File: config.mk
export PLATFORM = sky130hd
export DESIGN_NAME = eth_rx_framer
export DESIGN_NICKNAME = d
export VERILOG_FILES = /design/src/rtl/eth_rx_pkg.sv /design/src/rtl/eth_rx_crc32.sv /design/src/rtl/eth_rx_fwd_ctrl.sv /design/src/rtl/eth_rx_out_stage.sv /design/src/rtl/eth_rx_framer.sv
export SDC_FILE = /design/constraint.sdc
export NUM_CORES = 1
export LEC_CHECK = 0
export CORE_ASPECT_RATIO = 1.5
export CORE_MARGIN = 2
export CORE_UTILIZATION = 45
export CTS_CLUSTER_DIAMETER = 100
export DETAILED_ROUTE_END_ITERATION = 6
export DONT_BUFFER_PORTS = 1
export HOLD_SLACK_MARGIN = 0.03
export SYNTH_ARGS = -nofsm -noshare
export SYNTH_HDL_FRONTEND = slang
export SYNTH_SLANG_ARGS = --single-unit
File: constraint.sdc
create_clock -name clk -period 4.6 [get_ports clk]
set_input_delay 0.92 -clock clk [delete_from_list [all_inputs] [get_ports clk]]
set_output_delay 0.92 -clock clk [all_outputs]
set_load 0.05 [all_outputs]
File: src/rtl/eth_rx_pkg.sv
package eth_rx_pkg;

    typedef enum logic [1:0] {
        ST_IDLE,
        ST_PREAMBLE,
        ST_BODY,
        ST_DISCARD
    } rx_state_t;

    typedef struct packed {
        logic crc_err;
        logic wdog;
        logic trunc;
    } rx_flags_t;

    localparam logic [7:0]  PRE_BYTE        = 8'h55;
    localparam logic [7:0]  SFD_BYTE        = 8'hD5;
    localparam logic [31:0] CRC_POLY        = 32'hEDB88320;
    localparam logic [31:0] CRC_INIT        = 32'hFFFFFFFF;
    localparam logic [31:0] CRC_RESIDUE     = 32'hDEBB20E3;
    localparam logic [15:0] TYPE_THRESHOLD  = 16'h0600;
    localparam int          HDR_BYTES       = 14;
    localparam int          LT_HI_IDX       = 12;
    localparam int          LT_LO_IDX       = 13;
    localparam int          MIN_FRAME_BYTES = 18;

    // One byte through the reflected CRC-32 register, LSB first.
    function automatic logic [31:0] crc_step(input logic [31:0] c, input logic [7:0] d);
        logic [31:0] r;
        r = c ^ {24'd0, d};
        for (int b = 0; b < 8; b++) begin
            r = r[0] ? ((r >> 1) ^ CRC_POLY) : (r >> 1);
        end
        return r;
    endfunction

endpackage

File: src/rtl/eth_rx_crc32.sv
module eth_rx_crc32
    import eth_rx_pkg::*;
(
    input  logic       clk,
    input  logic       rst_n,
    input  logic       clear,
    input  logic       en,
    input  logic [7:0] data,
    output logic       crc_ok
);

    logic [31:0] crc_q;

    always_ff @(posedge clk) begin
        if (!rst_n) begin
            crc_q <= CRC_INIT;
        end else if (clear) begin
            crc_q <= CRC_INIT;
        end else if (en) begin
            crc_q <= crc_step(crc_q, data);
        end
    end

    assign crc_ok = (crc_q == CRC_RESIDUE);

endmodule

File: src/rtl/eth_rx_fwd_ctrl.sv
module eth_rx_fwd_ctrl
    import eth_rx_pkg::*;
#(
    parameter int WDOG_LIMIT = 2048,
    parameter int HARD_LIMIT = 16384,
    parameter int CNT_W      = 15
) (
    input  logic             clk,
    input  logic             rst_n,
    input  logic             clear,
    input  logic             take,
    input  logic [7:0]       data,
    input  logic             strip_en,
    input  logic             wdog_en,
    output logic [CNT_W-1:0] cnt,
    output logic             fwd,
    output logic             cut
);

    localparam logic [CNT_W-1:0] LIM_SOFT = CNT_W'(WDOG_LIMIT);
    localparam logic [CNT_W-1:0] LIM_HARD = CNT_W'(HARD_LIMIT);

    logic [CNT_W-1:0] cnt_q;
    logic [15:0]      lt_q;
    logic             lt_known_q;
    logic [CNT_W-1:0] limit;
    logic             strip_active;
    logic             in_keep;

    assign limit        = wdog_en ? LIM_SOFT : LIM_HARD;
    assign cut          = (cnt_q >= limit);
    assign strip_active = strip_en && lt_known_q && (lt_q < TYPE_THRESHOLD);
    assign in_keep      = (32'(cnt_q) < (32'(lt_q) + 32'(HDR_BYTES)));
    assign fwd          = !cut && (!strip_active || in_keep);
    assign cnt          = cnt_q;

    always_ff @(posedge clk) begin
        if (!rst_n || clear) begin
            cnt_q      <= '0;
            lt_q       <= '0;
            lt_known_q <= 1'b0;
        end else if (take && !cut) begin
            cnt_q <= cnt_q + 1'b1;
            if (cnt_q == CNT_W'(LT_HI_IDX)) begin
                lt_q[15:8] <= data;
            end
            if (cnt_q == CNT_W'(LT_LO_IDX)) begin
                lt_q[7:0]  <= data;
                lt_known_q <= 1'b1;
            end
        end
    end

endmodule

File: src/rtl/eth_rx_out_stage.sv
module eth_rx_out_stage
    import eth_rx_pkg::*;
#(
    parameter int LEN_W = 15
) (
    input  logic             clk,
    input  logic             rst_n,
    input  logic             push,
    input  logic [7:0]       push_data,
    input  logic             finish,
    input  rx_flags_t        fin_flags,
    input  logic [LEN_W-1:0] fin_len,
    output logic             out_valid,
    output logic [7:0]       out_data,
    output logic             out_last,
    output logic             stat_valid,
    output rx_flags_t        stat_flags,
    output logic [LEN_W-1:0] stat_len
);

    logic       pend_v;
    logic [7:0] pend_d;

    always_ff @(posedge clk) begin
        if (!rst_n) begin
            pend_v     <= 1'b0;
            pend_d     <= '0;
            out_valid  <= 1'b0;
            out_data   <= '0;
            out_last   <= 1'b0;
            stat_valid <= 1'b0;
            stat_flags <= '0;
            stat_len   <= '0;
        end else begin
            out_valid  <= 1'b0;
            out_last   <= 1'b0;
            stat_valid <= 1'b0;
            if (finish) begin
                out_valid  <= pend_v;
                out_data   <= pend_d;
                out_last   <= pend_v;
                pend_v     <= 1'b0;
                stat_valid <= 1'b1;
                stat_flags <= fin_flags;
                stat_len   <= fin_len;
            end else if (push) begin
                if (pend_v) begin
                    out_valid <= 1'b1;
                    out_data  <= pend_d;
                end
                pend_v <= 1'b1;
                pend_d <= push_data;
            end
        end
    end

endmodule

File: src/rtl/eth_rx_framer.sv
module eth_rx_framer
    import eth_rx_pkg::*;
#(
    parameter int WDOG_LIMIT = 2048,
    parameter int HARD_LIMIT = 16384,
    parameter int TS_W       = 32,
    parameter int LEN_W      = $clog2(HARD_LIMIT + 1)
) (
    input  logic             clk,
    input  logic             rst_n,
    input  logic             rx_dv,
    input  logic [7:0]       rx_data,
    input  logic             cfg_strip_en,
    input  logic             cfg_wdog_en,
    input  logic             cfg_ts_en,
    input  logic [TS_W-1:0]  sys_time,
    output logic             out_valid,
    output logic [7:0]       out_data,
    output logic             out_last,
    output logic             stat_valid,
    output logic             stat_crc_err,
    output logic             stat_wdog,
    output logic             stat_trunc,
    output logic [LEN_W-1:0] stat_len,
    output logic             stat_ts_valid,
    output logic [TS_W-1:0]  stat_ts
);

    rx_state_t        state_q, state_d;
    logic             sfd_hit;
    logic             take;
    logic             finish;
    logic             fin_cut;
    logic             crc_ok;
    logic             fwd;
    logic             cut;
    logic [LEN_W-1:0] cnt;
    rx_flags_t        fin_flags;
    rx_flags_t        stat_flags;
    logic [TS_W-1:0]  ts_q;
    logic             ts_v_q;

    always_ff @(posedge clk) begin
        if (!rst_n) begin
            state_q <= ST_IDLE;
        end else begin
            state_q <= state_d;
        end
    end

    always_comb begin
        state_d = state_q;
        sfd_hit = 1'b0;
        take    = 1'b0;
        finish  = 1'b0;
        fin_cut = 1'b0;
        unique case (state_q)
            ST_IDLE: begin
                if (rx_dv) begin
                    if (rx_data == SFD_BYTE) begin
                        state_d = ST_BODY;
                        sfd_hit = 1'b1;
                    end else if (rx_data == PRE_BYTE) begin
                        state_d = ST_PREAMBLE;
                    end else begin
                        state_d = ST_DISCARD;
                    end
                end
            end
            ST_PREAMBLE: begin
                if (!rx_dv) begin
                    state_d = ST_IDLE;
                end else if (rx_data == SFD_BYTE) begin
                    state_d = ST_BODY;
                    sfd_hit = 1'b1;
                end else if (rx_data != PRE_BYTE) begin
                    state_d = ST_DISCARD;
                end
            end
            ST_BODY: begin
                if (!rx_dv) begin
                    state_d = ST_IDLE;
                    finish  = 1'b1;
                end else if (cut) begin
                    state_d = ST_DISCARD;
                    finish  = 1'b1;
                    fin_cut = 1'b1;
                end else begin
                    take = 1'b1;
                end
            end
            ST_DISCARD: begin
                if (!rx_dv) begin
                    state_d = ST_IDLE;
                end
            end
            default: state_d = ST_IDLE;
        endcase
    end

    // Timestamp register: loaded only at the delimiter.
    always_ff @(posedge clk) begin
        if (!rst_n) begin
            ts_q   <= '0;
            ts_v_q <= 1'b0;
        end else if (sfd_hit) begin
            ts_v_q <= cfg_ts_en;
            ts_q   <= cfg_ts_en ? sys_time : '0;
        end
    end

    eth_rx_crc32 u_crc (
        .clk    (clk),
        .rst_n  (rst_n),
        .clear  (sfd_hit),
        .en     (take),
        .data   (rx_data),
        .crc_ok (crc_ok)
    );

    eth_rx_fwd_ctrl #(
        .WDOG_LIMIT (WDOG_LIMIT),
        .HARD_LIMIT (HARD_LIMIT),
        .CNT_W      (LEN_W)
    ) u_fwd (
        .clk      (clk),
        .rst_n    (rst_n),
        .clear    (sfd_hit),
        .take     (take),
        .data     (rx_data),
        .strip_en (cfg_strip_en),
        .wdog_en  (cfg_wdog_en),
        .cnt      (cnt),
        .fwd      (fwd),
        .cut      (cut)
    );

    always_comb begin
        fin_flags.crc_err = !crc_ok;
        fin_flags.wdog    = fin_cut;
        fin_flags.trunc   = !fin_cut && (32'(cnt) < 32'(MIN_FRAME_BYTES));
    end

    eth_rx_out_stage #(
        .LEN_W (LEN_W)
    ) u_out (
        .clk        (clk),
        .rst_n      (rst_n),
        .push       (take && fwd),
        .push_data  (rx_data),
        .finish     (finish),
        .fin_flags  (fin_flags),
        .fin_len    (cnt),
        .out_valid  (out_valid),
        .out_data   (out_data),
        .out_last   (out_last),
        .stat_valid (stat_valid),
        .stat_flags (stat_flags),
        .stat_len   (stat_len)
    );

    assign stat_crc_err  = stat_flags.crc_err;
    assign stat_wdog     = stat_flags.wdog;
    assign stat_trunc    = stat_flags.trunc;
    assign stat_ts_valid = ts_v_q;
    assign stat_ts       = ts_q;

endmodule

Word level (Yosys, flattened, before mapping). Index checks and enable logic that the tools add are counted.

Flip-flop bits (word level): 137. Input bits: 46. Output and inout port bits: 62. Logic and storage cells: 111.

$add $sub $neg: 2. Magnitude comparators: 4. Eq/ne operators: 13. Mux-type cells: 38. Bitwise operators: 11. Reduce and logical (&&, ||, !) cells: 25.

Operators by type and width (number): $mux W32 (9); $not A13 Y14 (8); $eq A32 B32 Y1 const B (1); $lt A15 B32 Y1 (1); $xor A32 B8 Y32 (1); $eq A15 B4 Y1 const B (2); $mux W8 (3); $mux W2 (9); $add A16 B4 Y17 const B (1); $lt A16 B11 Y1 const B (1); $add A15 B1 Y15 const B (1); $ge A15 B15 Y1 (1); $lt A15 B5 Y1 const B (1); $mux W1 (15); $mux W15 (1); $reduce_and A2 Y1 (5); $eq A8 B7 Y1 const B (1); $eq A8 B8 Y1 const B (1); $ne A8 B7 Y1 const B (1); $pmux W2 S4 (1); $logic_and A1 B1 Y1 (6); $reduce_or A2 Y1 (3); $logic_not A1 Y1 (5); $eq A2 B2 Y1 const B (2); 9 further kinds (13).

Depth between registers and ports, before layout.
Word-level depth: 17. Gate-level depth with buffers: 16. Mapped depth without buffers: 14.

By module. Synthesis repeated with hierarchy kept, for this count alone.

Cells, all modules: 736. Area total of the unflattened synthesis: 6915.4 sq um.

Modules (own cells, without submodules): eth_rx_crc32 (times used 1, cells an instance 210, area each 1981.9 sq um, sequential area each 640.6 sq um); eth_rx_fwd_ctrl (times used 1, cells an instance 225, area each 1963.1 sq um, sequential area each 640.6 sq um); eth_rx_framer (times used 1, cells an instance 170, area each 1542.7 sq um, sequential area each 700.7 sq um); eth_rx_out_stage (times used 1, cells an instance 131, area each 1427.6 sq um, sequential area each 760.7 sq um).

Worst setup path before layout. OpenSTA, ideal clock, no wires.

Kind: reg2reg. Start: register u_fwd.lt_q[1]. End: register u_out.out_data[0]. Setup time: 0.072 ns. Arrival: 2.915 ns. Data required time: 4.528 ns. Slack: 1.613 ns. Stages on the path, launching flop included: 16. Buffers on the path: 1. Period minus slack after synthesis: 2.987 ns. Cell sequence: dfxtp_1 -> inv_1 -> ha_1 -> nand2b_1 -> and4_1 -> clkbuf_1 -> nand3_1 -> nor2_1 -> xnor2_1 -> ha_1 -> a21oi_1 -> o21ai_0 -> a2111oi_0 -> o221ai_1 -> a21oi_2 -> mux2i_1.

Cells in the longest elaborated chain, start to end: 8. Elaborated cells between the ends (all ways): 10. Those cells by class: add/sub: 1; order compare: 2; reduce/logical: 7.

RTL lines: start: declaration (RTL line eth_rx_fwd_ctrl.sv:24) `logic [15:0] lt_q;`; start signal: assignment (RTL line eth_rx_fwd_ctrl.sv:48) `lt_q[7:0] <= data;`; branches (longest 3 deep; another with $lt A15 B32 Y1); $logic_or A1 B1 Y1 (*) (RTL line eth_rx_fwd_ctrl.sv:34) `assign fwd = !cut && (!strip_active || in_keep);`; $logic_and A1 B1 Y1 (*) (RTL line eth_rx_fwd_ctrl.sv:34); $logic_and A1 B1 Y1 (*) (RTL line eth_rx_framer.sv:149) `.push (take && fwd),`; $reduce_bool A2 Y1 (no source line) (*); $reduce_and A2 Y1 (no source line) (*); end signal: assignment (RTL line eth_rx_out_stage.sv:40) `out_data <= pend_d;`; end signal: assignment (RTL line eth_rx_out_stage.sv:49) `out_data <= pend_d;`; end: declaration (RTL line eth_rx_out_stage.sv:14) `output logic [7:0] out_data,`.

Every way passes the cells marked *. A chain may end at the register's enable or synchronous reset.

Worst setup path in the final report.
Start: register u_fwd.lt_q[1]. End: register u_out.out_data[7].

Same word-level chain as after synthesis.

==> impl_metrics.env <==
export IMPL_status="completed"
export IMPL_io_buffers=0
export IMPL_async_flop_share_pct=0
export IMPL_synth_main_ff_cell="dfxtp_1"
export IMPL_clkSinkCount=137
export IMPL_hold_path_depth=2
export IMPL_powerDensity_mw_per_mm2=405
export IMPL_drc=0
export IMPL_drtIter0Drc=196
export IMPL_io_pins=108
export IMPL_syn_inst=683
export IMPL_netlist_area_mm2=0.00630
export IMPL_r2r_start="u_fwd.lt_q[1]"
export IMPL_clkTransAtPathRegs_ns=0.06
export IMPL_skew_ns=0.00911
export IMPL_ys_ff_latch=137
export IMPL_detail_route_antenna_nets=0
export IMPL_yosysTopAreaCell="dfxtp_1"
export IMPL_drv_slew=0
export IMPL_die_w_um=101
export IMPL_syn_avg_cell_area_um2=9.22
export IMPL_hold_worst_slack_ns=0.465
export IMPL_syn_to_final_growth_pct=11.0
export IMPL_hpwl_um=11100
export IMPL_fin_crit_sh_pct=72.7
export IMPL_tritoncts="done"
export IMPL_netlist_top_cells_count="dfxtp_1 (137), nand2_1 (120), xnor2_1 (63)"
export IMPL_slew_headroom_pct=28.2
export IMPL_synth_top_area_share_pct=43.5
export IMPL_period_needed_ns=3.34
export IMPL_syn_num_nets=749
export IMPL_n_antenna_cell=0
export IMPL_worst_pin_slew_ns=1.08
export IMPL_power_leakage_nw=2.68
export IMPL_fin_tns_setup_ns=0
export IMPL_gp_congestion=0.852
export IMPL_r2r_end="u_out.out_data[7]"
export IMPL_vias=4829
export IMPL_fill_cells=1302
export IMPL_critPathRequiredTime_ns=4.94
export IMPL_holdBufCountCts=0
export IMPL_num_nets_final=736
export IMPL_hold_violations=0
export IMPL_synth_edf_count=0
export IMPL_row_count=53
export IMPL_layout_drive_gt1_share_pct=7.04
export IMPL_holdPathEnd="u_out.out_data[5]"
export IMPL_post_cts_resized=0
export IMPL_yosysWarnings=0
export IMPL_rsz0062_at_grt="false"
export IMPL_grt_pass1_wl_um=23600
export IMPL_grt_max_degree=64
export IMPL_dr_pass1_iters=5
export IMPL_max_cap_viol_count=0
export IMPL_placed_area_mm2=0.00641
export IMPL_root_buffer="clkbuf_16"
export IMPL_yosys_top_cells_area="dfxtp_1 (44%), xnor2_1 (8.8%), nand2_1 (7.1%)"
export IMPL_finish_instance_area_mm2=0.00699
export IMPL_routed_wirelength_um=14900
export IMPL_synth_distinct_cells=49
export IMPL_max_freq_mhz=299
export IMPL_overflow=0
export IMPL_crit_path_end_kind="flip-flop"
export IMPL_clock_latency_ns=0.41
export IMPL_die_y_um=149
export IMPL_start_util_pct=45.5
export IMPL_setup_viol=0
export IMPL_post_drt_via_cell_ratio=5.70
export IMPL_cts_max_level=4
export IMPL_seq_area_frac_synth_pct=43.5
export IMPL_cts_buffers=17
export IMPL_worstPathArrival_ns=3.68
export IMPL_start_kind="flip-flop"
export IMPL_grtUsageTotal_pct=20.1
export IMPL_clockBufferDepth=2
export IMPL_path_class="reg2reg"
export IMPL_yosysMostFrequentCell="dfxtp_1"
export IMPL_grt_pass1_vias=4725
export IMPL_hold_path_class="reg2reg"
export IMPL_rrSetupSlack_ns=1.26
export IMPL_peakVddDrop_mv=0.228
export IMPL_core_area_mm2=0.0139
export IMPL_cp_max_fo=8
export IMPL_postCtsSetupBuffers=0
export IMPL_wl_per_cell_um=17.6
export IMPL_r2r_cells=14
export IMPL_hp_start="u_out.pend_d[5]"
export IMPL_antenna_found_initial=0
export IMPL_dieArea_mm2=0.0150
state kept, by name (all words and copies together) (netlist names), 2 cells and up:
signal	flops
stat_ts	32
state_q	2
u_crc.crc_q	32
u_fwd.cnt	15
u_fwd.lt_q	16
u_out.out_data	8
u_out.pend_d	8
u_out.stat_flags	3
u_out.stat_len	15
cells in the final DEF, fill, tap and decap left out, types with 5 or more instances in the layout:
| cell type | instances |
|---|---|
| clkbuf_16 | 17 |
| dfxtp_1 | 137 |
| nand2_1 | 120 |
| nor4_1 | 5 |
| xnor2_1 | 63 |
| nand3_1 | 26 |
| a22o_1 | 32 |
| ha_1 | 20 |
| xor2_1 | 32 |
| nor2_1 | 28 |
| a21oi_1 | 16 |
| o21ai_0 | 19 |
| nor3_1 | 8 |
| o211ai_1 | 31 |
| nor4bb_1 | 5 |
| a21boi_0 | 15 |
| inv_1 | 16 |
| mux2i_1 | 16 |
| nand4_1 | 10 |
stage by stage:
| step | power, mW | setup WS [ns] | instances | util [%] |
|---|---|---|---|---|
| floorplan | 1.48 | 1.61 | 683 | - |
| global placement | 1.53 | 1.32 | 816 | 46.3 |
| detailed placement | 1.53 | 1.22 | 816 | 46.3 |
| CTS | 2.86 | 1.21 | 847 | 50.4 |
| global route | 2.94 | 0.820 | 847 | 50.4 |
| finish | 2.83 | 1.26 | 847 | 50.4 |
worst max path at each step:
stage | startpoint | endpoint | slack (ns) | depth (start not counted)
floorplan | u_fwd.lt_q[1] | u_out.out_data[0] | 1.61 | 15
global placement | u_fwd.lt_q[1] | u_out.out_data[2] | 1.32 | 14
detailed placement | u_fwd.lt_q[1] | u_out.out_data[7] | 1.22 | 14
CTS | u_fwd.lt_q[1] | u_out.out_data[7] | 1.21 | 14
global route | u_fwd.lt_q[1] | u_out.out_data[2] | 0.82 | 14
finish | u_fwd.lt_q[1] | u_out.out_data[7] | 1.26 | 14
cell families (layout without fill, tap and decap cells):
logic type | after synthesis | in the layout | share of synthesized area, %
AO/OA/AOI/OAI | 134 | 134 | 15.6
flip-flops | 137 | 137 | 43.5
buffers and inverters | 52 | 51 | 3.24
AND/OR/NAND/NOR | 228 | 228 | 17.7
XOR/XNOR | 96 | 96 | 13.5
multiplexers | 16 | 16 | 2.54
adder cells (fa/ha/maj) | 20 | 20 | 3.97
report_power, final:
group          internal, mW  total [mW]  switching (mW)
clock                 0.802        1.32           0.521
sequential             1.20        1.23          0.0235
combinational         0.120       0.282           0.161
total                  2.13        2.83           0.706
per-layer routing:
metal / GRT usage, % / up-vias / share of wire (%)
li1: - / 2361 / -
met1: 20.9 / 2296 / 38
met2: 36.8 / 134 / 55
met3: 4.12 / 38 / 3.4
met4: 11.3 / 0 / 4.0
met5: 0 / - / 0
worst max-delay path, cell delays in order (launching register included):
cell       delay (ns)
dfxtp_1          0.35
inv_1            0.07
ha_1             0.22
nand2b_1         0.09
and4_1           0.30
nand3_1          0.13
nor2_1           0.14
xnor2_1          0.08
ha_1             0.18
a21oi_1          0.11
o21ai_0          0.13
a2111oi_0        0.41
o221ai_1         0.27
a21oi_2          0.55
mux2i_1          0.25
cell type report:
type	instances	area [um2]	share of cell area, %
well taps	165	206	2.95
clock inverters	13	148	2.11
multi-input cells	494	3370	48.3
clock buffers	18	429	6.14
flip-flops and latches	137	2740	39.2
repair buffers	4	30.0	0.430
inverters	16	60.1	0.859
(Power assumes the default switching activity.)
